`src/rtl/cal_pkg.sv`:
```
package cal_pkg;
  localparam int unsigned FIELD_W  = 8;
  localparam int unsigned N_FIELDS = 8;
  localparam int unsigned IDX_W    = $clog2(N_FIELDS);

  localparam int unsigned F_SEC = 0;
  localparam int unsigned F_MIN = 1;
  localparam int unsigned F_HR  = 2;
  localparam int unsigned F_DT  = 3;
  localparam int unsigned F_MO  = 4;
  localparam int unsigned F_YR  = 5;
  localparam int unsigned F_DW  = 6;
  localparam int unsigned F_CEN = 7;

  typedef logic [N_FIELDS-1:0][FIELD_W-1:0] cal_vec_t;

  function automatic logic [FIELD_W-1:0] bcd_inc(input logic [FIELD_W-1:0] v);
    if (v[3:0] == 4'd9) bcd_inc = {v[7:4] + 4'd1, 4'd0};
    else                bcd_inc = {v[7:4], v[3:0] + 4'd1};
  endfunction

  function automatic logic [FIELD_W-1:0] month_last(input logic [FIELD_W-1:0] mo,
                                                    input logic [FIELD_W-1:0] yr);
    logic leap;
    leap = (!yr[4] && (yr[3:0] == 4'd0 || yr[3:0] == 4'd4 || yr[3:0] == 4'd8)) ||
           ( yr[4] && (yr[3:0] == 4'd2 || yr[3:0] == 4'd6));
    case (mo)
      8'h02:                      month_last = leap ? 8'h29 : 8'h28;
      8'h04, 8'h06, 8'h09, 8'h11: month_last = 8'h30;
      default:                    month_last = 8'h31;
    endcase
  endfunction

  function automatic cal_vec_t time_at_reset();
    cal_vec_t t;
    t        = '0;
    t[F_HR]  = 8'h80;
    t[F_DT]  = 8'h01;
    t[F_MO]  = 8'h01;
    t[F_CEN] = 8'h20;
    return t;
  endfunction
endpackage

```
`src/rtl/cal_advance.sv`:
```
module cal_advance
  import cal_pkg::*;
(
  input  cal_vec_t cur_i,
  output cal_vec_t nxt_o
);
  logic [FIELD_W-1:0] hr, hr_n, hr_inc, last_day;
  logic sec_wrap, min_wrap, day_c, dt_wrap, mo_wrap, yr_wrap;

  always_comb begin
    hr       = cur_i[F_HR];
    hr_n     = hr;
    hr_inc   = '0;
    day_c    = 1'b0;
    if (hr[7]) begin
      if (hr[5:0] == 6'h23) begin
        hr_n  = 8'h80;
        day_c = 1'b1;
      end else begin
        hr_inc = bcd_inc({2'b00, hr[5:0]});
        hr_n   = {2'b10, hr_inc[5:0]};
      end
    end else begin
      if (hr[4:0] == 5'h11) begin
        hr_n  = {2'b00, ~hr[5], 5'h12};
        day_c = hr[5];
      end else if (hr[4:0] == 5'h12) begin
        hr_n  = {2'b00, hr[5], 5'h01};
      end else begin
        hr_inc = bcd_inc({3'b000, hr[4:0]});
        hr_n   = {2'b00, hr[5], hr_inc[4:0]};
      end
    end
  end

  always_comb begin
    nxt_o    = cur_i;
    last_day = month_last(cur_i[F_MO], cur_i[F_YR]);
    sec_wrap = (cur_i[F_SEC] == 8'h59);
    min_wrap = (cur_i[F_MIN] == 8'h59);
    dt_wrap  = (cur_i[F_DT] == last_day);
    mo_wrap  = (cur_i[F_MO] == 8'h12);
    yr_wrap  = (cur_i[F_YR] == 8'h99);

    nxt_o[F_SEC] = sec_wrap ? 8'h00 : bcd_inc(cur_i[F_SEC]);
    if (sec_wrap) begin
      nxt_o[F_MIN] = min_wrap ? 8'h00 : bcd_inc(cur_i[F_MIN]);
      if (min_wrap) begin
        nxt_o[F_HR] = hr_n;
        if (day_c) begin
          nxt_o[F_DW] = (cur_i[F_DW][2:0] >= 3'd6) ? 8'h00 : {5'd0, cur_i[F_DW][2:0] + 3'd1};
          nxt_o[F_DT] = dt_wrap ? 8'h01 : bcd_inc(cur_i[F_DT]);
          if (dt_wrap) begin
            nxt_o[F_MO] = mo_wrap ? 8'h01 : bcd_inc(cur_i[F_MO]);
            if (mo_wrap) begin
              nxt_o[F_YR] = yr_wrap ? 8'h00 : bcd_inc(cur_i[F_YR]);
              if (yr_wrap) nxt_o[F_CEN] = 8'h20;
            end
          end
        end
      end
    end
  end
endmodule

```
`src/rtl/cal_stage.sv`:
```
module cal_stage
  import cal_pkg::*;
(
  input  logic               clk,
  input  logic               rst_n,
  input  cal_vec_t           time_i,
  input  logic               snap_i,
  input  logic               open_i,
  input  logic               wr_en_i,
  input  logic [IDX_W-1:0]   wr_idx_i,
  input  logic [FIELD_W-1:0] wr_data_i,
  input  logic               commit_i,
  input  logic               abort_i,
  output cal_vec_t           buf_o,
  output cal_vec_t           snap_o,
  output logic               commit_go_o
);
  cal_vec_t buf_q, buf_d, snap_q, snap_d;
  logic open_q, open_d, dirty_q, dirty_d, wr_go;
  logic [FIELD_W-1:0] wr_val;

  assign wr_go       = wr_en_i && open_q && !open_i;
  assign commit_go_o = commit_i && open_q && dirty_q;

  always_comb begin
    case (wr_idx_i)
      IDX_W'(F_CEN): wr_val = (wr_data_i == 8'h19) ? 8'h19 : 8'h20;
      IDX_W'(F_DW):  wr_val = {5'd0, wr_data_i[2:0]};
      default:       wr_val = wr_data_i;
    endcase
  end

  always_comb begin
    buf_d   = buf_q;
    open_d  = open_q;
    dirty_d = dirty_q;
    snap_d  = snap_i ? time_i : snap_q;
    if (open_i) begin
      buf_d   = time_i;
      open_d  = 1'b1;
      dirty_d = 1'b0;
    end else if (open_q && (commit_i || abort_i)) begin
      open_d  = 1'b0;
      dirty_d = 1'b0;
    end else if (wr_go) begin
      buf_d[wr_idx_i] = wr_val;
      dirty_d         = 1'b1;
    end
  end

  always_ff @(posedge clk or negedge rst_n) begin
    if (!rst_n) begin
      buf_q   <= time_at_reset();
      snap_q  <= time_at_reset();
      open_q  <= 1'b0;
      dirty_q <= 1'b0;
    end else begin
      buf_q   <= buf_d;
      snap_q  <= snap_d;
      open_q  <= open_d;
      dirty_q <= dirty_d;
    end
  end

  assign buf_o  = buf_q;
  assign snap_o = snap_q;

  assert_snap_hold_R8: assert property (@(posedge clk) disable iff (!rst_n)
    !snap_i |=> $stable(snap_q));
  assert_buf_hold_R9: assert property (@(posedge clk) disable iff (!rst_n)
    (!open_i && !wr_go) |=> $stable(buf_q));
endmodule

```
`src/rtl/cal_keeper.sv`:
```
module cal_keeper
  import cal_pkg::*;
(
  input  logic               clk,
  input  logic               rst_n,
  input  logic               tick_i,
  input  logic               snap_i,
  input  logic               wr_open_i,
  input  logic               wr_en_i,
  input  logic [IDX_W-1:0]   wr_idx_i,
  input  logic [FIELD_W-1:0] wr_data_i,
  input  logic               commit_i,
  input  logic               abort_i,
  input  logic [IDX_W-1:0]   rd_idx_i,
  output logic [FIELD_W-1:0] rd_data_o,
  output logic               fail_o
);
  cal_vec_t time_q, time_d, time_adv, buf_w, snap_w;
  logic fail_q, fail_d, commit_go, time_en;

  cal_advance u_adv (
    .cur_i (time_q),
    .nxt_o (time_adv)
  );

  cal_stage u_stage (
    .clk         (clk),
    .rst_n       (rst_n),
    .time_i      (time_q),
    .snap_i      (snap_i),
    .open_i      (wr_open_i),
    .wr_en_i     (wr_en_i),
    .wr_idx_i    (wr_idx_i),
    .wr_data_i   (wr_data_i),
    .commit_i    (commit_i),
    .abort_i     (abort_i),
    .buf_o       (buf_w),
    .snap_o      (snap_w),
    .commit_go_o (commit_go)
  );

  assign time_en = commit_go || (tick_i && !fail_q);

  always_comb begin
    time_d = commit_go ? buf_w : time_adv;
    fail_d = commit_go ? 1'b0 : fail_q;
  end

  always_ff @(posedge clk or negedge rst_n) begin
    if (!rst_n) begin
      time_q <= time_at_reset();
      fail_q <= 1'b1;
    end else begin
      if (time_en) time_q <= time_d;
      fail_q <= fail_d;
    end
  end

  assign rd_data_o = snap_w[rd_idx_i];
  assign fail_o    = fail_q;

  assert_frozen_R7: assert property (@(posedge clk) disable iff (!rst_n)
    (fail_q && !commit_go) |=> $stable(time_q));
  assert_fail_clear_R7: assert property (@(posedge clk) disable iff (!rst_n)
    (fail_q && !commit_go) |=> fail_q);
  assert_hold_R10: assert property (@(posedge clk) disable iff (!rst_n)
    (!tick_i && !commit_go) |=> $stable(time_q));
  assert_century_R6: assert property (@(posedge clk) disable iff (!rst_n)
    (time_q[F_CEN] == 8'h19) || (time_q[F_CEN] == 8'h20));
endmodule

```
`config.mk`:
```
export PLATFORM = sky130hd
export DESIGN_NAME = cal_keeper
export DESIGN_NICKNAME = d
export VERILOG_FILES = /design/src/rtl/cal_pkg.sv /design/src/rtl/cal_advance.sv /design/src/rtl/cal_stage.sv /design/src/rtl/cal_keeper.sv
export SDC_FILE = /design/constraint.sdc
export NUM_CORES = 1
export LEC_CHECK = 0
export CELL_PAD_IN_SITES_DETAIL_PLACEMENT = 1
export CELL_PAD_IN_SITES_GLOBAL_PLACEMENT = 2
export CORE_MARGIN = 4
export CORE_UTILIZATION = 44
export CTS_CLUSTER_DIAMETER = 200
export DETAILED_ROUTE_END_ITERATION = 6
export HOLD_SLACK_MARGIN = 0.02
export PLACE_DENSITY_LB_ADDON = 0.15
export SYNTH_ARGS = -nofsm -noshare
export SYNTH_HDL_FRONTEND = slang
export SYNTH_SLANG_ARGS = --single-unit
```
`constraint.sdc`:
```
create_clock -name clk -period 7.5 [get_ports clk]
set_input_delay 1.5 -clock clk [delete_from_list [all_inputs] [get_ports clk]]
set_output_delay 1.5 -clock clk [all_outputs]
set_load 0.02 [all_outputs]
```
=== Word-level counts from Yosys, hierarchy flattened ===
Index checks and enable logic that the tools add are counted.

* Flip-flop bits (word level): 195
* Input bits: 22
* Output and inout bits: 9

* $add $sub $neg: 14
* Muxes and demuxes: 46
* Order comparisons: 4
* Reductions and logical operators: 50
* Bitwise logic cells: 1
* Equality and inequality tests: 28

{| class="wikitable"
|+ Operators with widths
! kind !! number
|-
| $mux W64 || 4
|-
| $mux W8 || 18
|-
| $bwmux W64 || 1
|-
| $mux W56 || 1
|-
| $mux W48 || 1
|-
| $add A4 B1 Y4 const B || 11
|-
| $mux W40 || 1
|-
| $pmux W8 S2 || 2
|-
| $eq A4 B4 Y1 const B || 7
|-
| $bmux W8 S3 || 1
|-
| $demux W8 S3 || 1
|-
| $eq A8 B5 Y1 const B || 3
|-
| $reduce_bool A3 Y1 || 7
|-
| $reduce_and A5 Y1 || 4
|-
| $mux W6 || 3
|-
| $eq A8 B3 Y1 const B || 2
|-
| $eq A8 B7 Y1 const B || 2
|-
| $mux W16 || 1
|-
| $reduce_bool A2 Y1 || 8
|-
| $reduce_and A7 Y1 || 2
|-
| $reduce_and A6 Y1 || 2
|-
| $eq A5 B5 Y1 const B || 2
|-
| $mux W5 || 2
|-
| $logic_and A1 B1 Y1 || 9
|-
| 27 further kinds || 48
|}

=== Logic depth before layout (Yosys ltp) ===
Gate-level depths: netlist (run 1).

* Depth after elaboration: 13
* Depth in mapped cells: 10
* Depth with buffers taken out: 9

=== By module ===
From an unflattened synthesis (run 1), not the netlist that was laid out.

* Cells, all modules: 956
* Area total of the unflattened synthesis: 11049.3 um^2

{| class="wikitable"
|+ By module, submodules not included
! module !! cells an instance !! times used !! area each (um^2)
|-
| cal_stage || 433 || 1 || 5412.7
|-
| cal_keeper || 238 || 1 || 3704.8
|-
| cal_advance || 285 || 1 || 1931.9
|}

=== Worst setup path after synthesis (run 1) ===
Ideal clock, no wire load.

* Path kind: input port to output port
* Start: in rd_idx_i[0]
* End: out rd_data_o[0]
* Required time: 6000 ps
* Slack: 2698 ps
* Stages: 4
* Path buffers: 2
* Data arrival time: 3302 ps
* Cells stage by stage: clkbuf_1 > buf_1 > mux4_2 > mux2_2

* Cells in the longest elaborated chain, start to end: 2

{| class="wikitable"
|+ RTL lines
! what !! line !! source
|-
| start, declared || cal_keeper.sv:14 || <nowiki>input logic [IDX_W-1:0] rd_idx_i,</nowiki>
|-
| $bmux W8 S3 || cal_keeper.sv:59 || <nowiki>assign rd_data_o = snap_w[rd_idx_i];</nowiki>
|-
| $mux W8 (implied by the code) || cal_keeper.sv:59 ||
|-
| end, declared || cal_keeper.sv:15 || <nowiki>output logic [FIELD_W-1:0] rd_data_o,</nowiki>
|}

Every way passes these cells. The select of a mux whose other input is x is not followed.

=== Final worst setup path (run 1) ===
* Start: in rd_idx_i[0]
* End: out rd_data_o[2]

The elaborated chain is that of the path after synthesis.

==> impl_metrics.csv, run 1 <==
group,metric,value,unit
die,die_x,159,um
worst_setup_path,regToRegEndpoint,"time_q[47]",
sta,fin_crit,5.67,ns
worst_setup_path,crit_type,"in -> out",
sta,setup_ws,1.83,ns
logic_synthesis,ys_ff_latch,195,
sta,rsz0062_at_grt,"false",
logic_synthesis,avgSynthCellArea,10.5,um^2
layout,design_area,0.0110,mm^2
global_route,grt_overflow,0,
layout,syn_to_final_growth,10.4,%
logic_synthesis,yosysTopAreaCell,"dfrtp_1",
worst_hold_path,min_to,"time_q[46]",
worst_setup_path,timing.critical_path.from,"rd_idx_i[0]",
layout,diodes,0,
clock_tree,cts_setup_buffers,0,
detailed_routing,wirelength,30000,um
global_route,grt_max_degree,121,
worst_setup_path,crit_slowest_cell,"clkdlybuf4s50_1",
clock_tree,clkSinkCount,195,
global_route,grt_usage,24.3,%
global_route,antenna_found_initial,0,
logic_synthesis,yosys-top-cells-area,"dfrtp_1, mux2_2, o21ai_0, mux4_2, nand2_1",
global_route,grtUsageMet3,3.50,%
logic_synthesis,synth_fp_nets,994,
placement,io_buffers,30,
placement,dpl.hpwl,20800,um
layout,fin_cells,1240,
worst_setup_path,critPathMaxStageDelay,1.18,ns
worst_setup_path,r2r_start,"u_stage.open_q",
placement,gp_congestion,0.832,
die,core-area,0.0221,mm^2
global_route,met1_usage,33.7,%
detailed_routing,drc,0,
detailed_routing,firstDrtPassIters,5,
logic_synthesis,synth-async-reset-ratio,100,%
status,outcome,"completed",
worst_setup_path,required,6.00,ns
sta,tns,0,ns
die,die_area,0.0252,mm^2
logic_synthesis,syn_inst,953,
worst_setup_path,cp_max_fo,16,
logic_synthesis,ys.flop_type,"dfrtp_1",
detailed_routing,drtIter0Drc,609,
power_and_ir_drop,p_per_area,252,mW/mm^2
logic_synthesis,ys_seq_area_share,49.0,%
sta,relSlewSlack,28.0,%
clock_tree,clk_pin_slew,0.08,ns
die,start_util,45.2,%
power_and_ir_drop,ir_worst_vdd,0.000186,V
worst_hold_path,min-delay-start,"u_stage.buf_o[46]",
detailed_routing,via_per_inst,6.23,
job,cap_violations,0,
logic_synthesis,yosys_warnings,0,
placement,numPlacedInstances,1208,
sta,setup_viol,0,
clock_tree,clockBufferDepth,2,
logic_synthesis,ys_types,77,
layout,nFillCells,2398,
worst_setup_path,reg2reg_depth,7,
die,die_y,159,um
layout,fin_nets,988,
logic_synthesis,synth-edff-count,0,
sta,tightest_slew,1.08,ns
global_route,first_global_vias,8059,
sta,finalMaxSlewViolations,0,
sta,fmax,0.176,GHz
sta,fin_crit_sh,75.6,%
sta,hold_viol_final,0,
clock_tree,cts_resized,0,
worst_setup_path,crit_chain,"clkdlybuf4s50_1 > mux4_2 > mux2_2 > clkdlybuf4s50_1",
worst_setup_path,crit_arrival,4.17,ns
clock_tree,ctsHoldBuffers,0,
clock_tree,cts-root-buf,"clkbuf_16",
worst_setup_path,r2r_slack,4.29,ns
detailed_routing,num_vias,7729,
layout,drive_gt1_share,17.3,%
placement,dpl_worst_slack,1.79,ns
die,io-pin-count,31,
worst_hold_path,hold_path.class,"reg -> reg",
layout,final_util,49.9,%
worst_hold_path,min_path_cells,2,
clock_tree,clk_latency,0.44,ns
worst_setup_path,crit_top_cell,"clkdlybuf4s50_1",
sta,fin_skew,0.0155,ns
power_and_ir_drop,p_leak,4.79,nW
die,row_count,54,
detailed_routing,antenna_left,0,
logic_synthesis,synth_top_area_share,45.6,%
placement,post_dp_cell_area,0.0104,mm^2
clock_tree,cts_made_buffers,17,
clock_tree,tritoncts,"built",
worst_setup_path,worstSetupEndpointType,"output port",
global_route,busiest_layer,"met2",
global_route,met2_usage,38.9,%
worst_setup_path,cp-start-kind,"input pin",
clock_tree,htreeDepth,4,
detailed_routing,drt-wirelength-per-cell,24.2,um
global_route,grt_first_pass_wirelength,48300,um
logic_synthesis,syn-cell-area,0.00999,mm^2
[cell families (layout without fill, tap and decap cells)]
logic type	after synthesis	after routing	share of synthesized area [%]
mux	112	112	14.1
simple gates	274	274	13.5
fa+ha+maj	19	19	2.38
flops	195	195	49.0
buf+inv	93	100	3.74
xor+xnor	3	3	0.263
compound gates	257	257	17.0
[synthesized netlist by cell type (9+ instances only)]
| cell type | n |
|---|---|
| nor3_1 | 20 |
| nor2b_1 | 10 |
| nand2_1 | 93 |
| nor2_1 | 70 |
| and3_1 | 9 |
| nand3_1 | 19 |
| clkbuf_1 | 53 |
| mux2_2 | 73 |
| ha_1 | 19 |
| a211oi_1 | 12 |
| a31oi_1 | 10 |
| inv_1 | 29 |
| a21oi_1 | 67 |
| a221o_1 | 10 |
| mux4_2 | 16 |
| o21ai_0 | 82 |
| a22o_1 | 14 |
| mux2i_1 | 23 |
| dfrtp_1 | 182 |
| dfstp_2 | 13 |
[through the flow]
step                hold WS, ns  total power, mW
floorplan                 0.445             1.67
global placement          0.469             1.84
detailed placement        0.478             1.87
CTS                       0.492             2.80
global route              0.520             2.92
finish                    0.497             2.78
[routing by layer]
layer	wire length, um	part of all wire (%)
met1	13500	45
met2	14300	48
met3	1180	3.9
met4	1010	3.4
met5	0	0
[state kept, by name (all words and copies together) (netlist names)]
name             cells
fail_o               1
u_stage.dirty_q      1
u_stage.snap_o      64
u_stage.open_q       1
u_stage.buf_o       64
time_q              64
[where the power goes]
group	internal (mW)	switching [mW]
clock	0.449	0.470
sequential	1.20	0.187
combinational	0.225	0.246
[cell usage in the layout, fill, tap and decap left out, types with 12 or more instances in the layout]
cell             synthesis  final
dfrtp_1                182    182
nand2_1                 93     93
o21ai_0                 82     82
mux2_2                  73     73
nor2_1                  70     70
a21oi_1                 67     67
inv_1                   29     29
clkdlybuf4s50_1          0     27
mux2i_1                 23     23
nor3_1                  20     20
nand3_1                 19     19
ha_1                    19     19
clkbuf_16                0     17
mux4_2                  16     16
a22o_1                  14     14
dfstp_2                 13     13
a211oi_1                12     12
[worst max-delay path by stage]
stage	end
after floorplan	rd_data_o[0]
after global placement	rd_data_o[2]
after detailed placement	rd_data_o[2]
after CTS	rd_data_o[2]
after global routing	rd_data_o[2]
final	rd_data_o[2]
[critical path: cells and delay by family]
| kind | cells | cell delay [ns] |
|---|---|---|
| buffers and inverters | 2 | 1.73 |
| muxes | 2 | 0.93 |
[area by class of cell]
| type | instances | area (um^2) | area share, % |
|---|---|---|---|
| inverter | 29 | 109 | 0.987 |
| tap | 280 | 350 | 3.18 |
| timing repair buffer | 39 | 364 | 3.30 |
| sequential | 195 | 4900 | 44.4 |
| clock buffer | 17 | 425 | 3.86 |
| clock inverter | 15 | 159 | 1.44 |
| multi-input combinational | 665 | 4730 | 42.9 |
No activity file was read; power rests on OpenSTA's default activity.
==> run 2: changes to the inputs <==
- CORE_UTILIZATION: 44 -> 41
- clock period: 7.5 -> 5.5 ns (I/O delays scaled with it)
==> run 2 against run 1 <==
  * Utilization shrank 3.1 points
  * Sequential power rose by 36%
  * Clock skew is 0.0070 ns higher
  * Clock power is 39% higher
  * Critical path type unchanged
  * Largest cell class unchanged
==> impl_metrics.csv, run 2 (synthesis gave the netlist of run 1 again) <==
group,metric,value,unit
status,outcome,"completed",
die,io-pin-count,31,
layout,diodes,0,
sta,fin_crit_sh,81.5,%
worst_setup_path,reg2reg_depth,10,
worst_hold_path,min-delay-start,"u_stage.buf_o[23]",
clock_tree,cts_made_buffers,17,
sta,fmax,0.223,GHz
layout,fin_nets,992,
worst_hold_path,min_path_cells,2,
die,row_count,56,
global_route,grt_overflow,0,
clock_tree,cts_setup_buffers,0,
sta,setup_viol,0,
detailed_routing,wirelength,30800,um
clock_tree,tritoncts,"built",
detailed_routing,drc,0,
worst_setup_path,crit_arrival,3.38,ns
detailed_routing,num_vias,7674,
clock_tree,clkSinkCount,195,
detailed_routing,drt-wirelength-per-cell,24.0,um
layout,nFillCells,2576,
worst_setup_path,worstSetupEndpointType,"output port",
power_and_ir_drop,p_per_area,343,mW/mm^2
layout,syn_to_final_growth,11.4,%
worst_setup_path,crit_type,"in -> out",
global_route,grt_max_degree,117,
layout,final_common_cell,"dfrtp_1",
clock_tree,cts_resized,0,
detailed_routing,via_per_inst,5.98,
clock_tree,clk_latency,0.45,ns
clock_tree,clockBufferDepth,2,
die,die_x,164,um
die,die_area,0.0269,mm^2
detailed_routing,antenna_left,0,
global_route,antenna_found_initial,0,
placement,dpl.hpwl,21300,um
clock_tree,htreeDepth,4,
sta,setup_ws,1.02,ns
power_and_ir_drop,p_total,3.82,mW
placement,numPlacedInstances,1251,
sta,fin_crit,4.48,ns
clock_tree,ctsHoldBuffers,0,
power_and_ir_drop,p_leak,4.83,nW
layout,drive_gt1_share,17.6,%
placement,dpl_worst_slack,1.02,ns
job,cap_violations,0,
worst_setup_path,cp-start-kind,"input pin",
sta,fin_skew,0.0226,ns
sta,relSlewSlack,32.1,%
die,die_y,164,um
sta,tns,0,ns
sta,tightest_slew,1.02,ns
global_route,grt_first_pass_wirelength,49200,um
layout,fin_cells,1283,
sta,holdWs,0.485,ns
clock_tree,clk_pin_slew,0.08,ns
worst_setup_path,cp_max_fo,16,
global_route,first_global_vias,8170,
sta,finalMaxSlewViolations,0,
worst_setup_path,required,4.40,ns
worst_setup_path,regToRegEndpoint,"time_q[41]",
global_route,grt_usage,23.9,%
detailed_routing,drtIter0Drc,668,
sta,hold_viol_final,0,
die,core-area,0.0238,mm^2
clock_tree,cts-root-buf,"clkbuf_16",
sta,rsz0062_at_grt,"false",
die,start_util,42.1,%
layout,final_cell_mix,"dfrtp_1, nand2_1, o21ai_0, mux2_2, nor2_1",
worst_hold_path,min_to,"time_q[23]",
worst_setup_path,r2r_start,"time_q[5]",
detailed_routing,firstDrtPassIters,5,
placement,io_buffers,30,
worst_hold_path,hold_path.class,"reg -> reg",
placement,gp_congestion,0.836,
worst_setup_path,r2r_slack,2.28,ns
power_and_ir_drop,ir_worst_vdd,0.000145,V
run 2: layout make-up:
cell class | instances | area [um^2] | share of cell area [%]
Inverter | 29 | 109 | 0.978
Tap cell | 319 | 399 | 3.58
Timing Repair Buffer | 43 | 394 | 3.54
Multi-Input combinational cell | 665 | 4730 | 42.5
Sequential cell | 195 | 4900 | 44.0
Clock buffer | 17 | 425 | 3.82
Clock inverter | 15 | 184 | 1.65
run 2: worst max-delay path: stages:
cell             delay [ns]
clkdlybuf4s50_1        0.97
mux4_2                 0.43
mux2_2                 0.32
clkdlybuf4s50_1        0.55
run 2: report_power, final:
part           switching, mW  internal, mW
Sequential             0.248          1.64
Clock                  0.659         0.621
Combinational          0.342         0.309
Total                   1.25          2.57
run 2: through the flow:
step           utilization [%]  cell area, um^2
3_5_place_dp              44.3            10500
6_report                  46.9            11100
2_1_floorplan                -             9990
4_1_cts                   46.9            11100
5_1_grt                   46.9            11100
3_3_place_gp              44.3            10500
run 2: worst max path at each step:
| stage | end | startpoint | depth (start not counted) |
|---|---|---|---|
| finish | rd_data_o[2] | rd_idx_i[1] | 4 |
| global route | rd_data_o[3] | rd_idx_i[1] | 4 |
| CTS | rd_data_o[2] | rd_idx_i[1] | 4 |
| detailed placement | rd_data_o[2] | rd_idx_i[1] | 4 |
| global placement | rd_data_o[4] | rd_idx_i[1] | 4 |
| floorplan | rd_data_o[0] | rd_idx_i[0] | 4 |
run 2: routing by layer:
metal | routed length [um] | share of wire [%] | global-route usage (%) | vias to the layer above
met4 | 645 | 2.1 | 6.82 | 0
met2 | 15000 | 49 | 39.8 | 136
met1 | 14000 | 45 | 31.9 | 4046
met5 | 0 | 0 | 0 | -
met3 | 1190 | 3.9 | 4.39 | 33
li1 | - | - | - | 3459
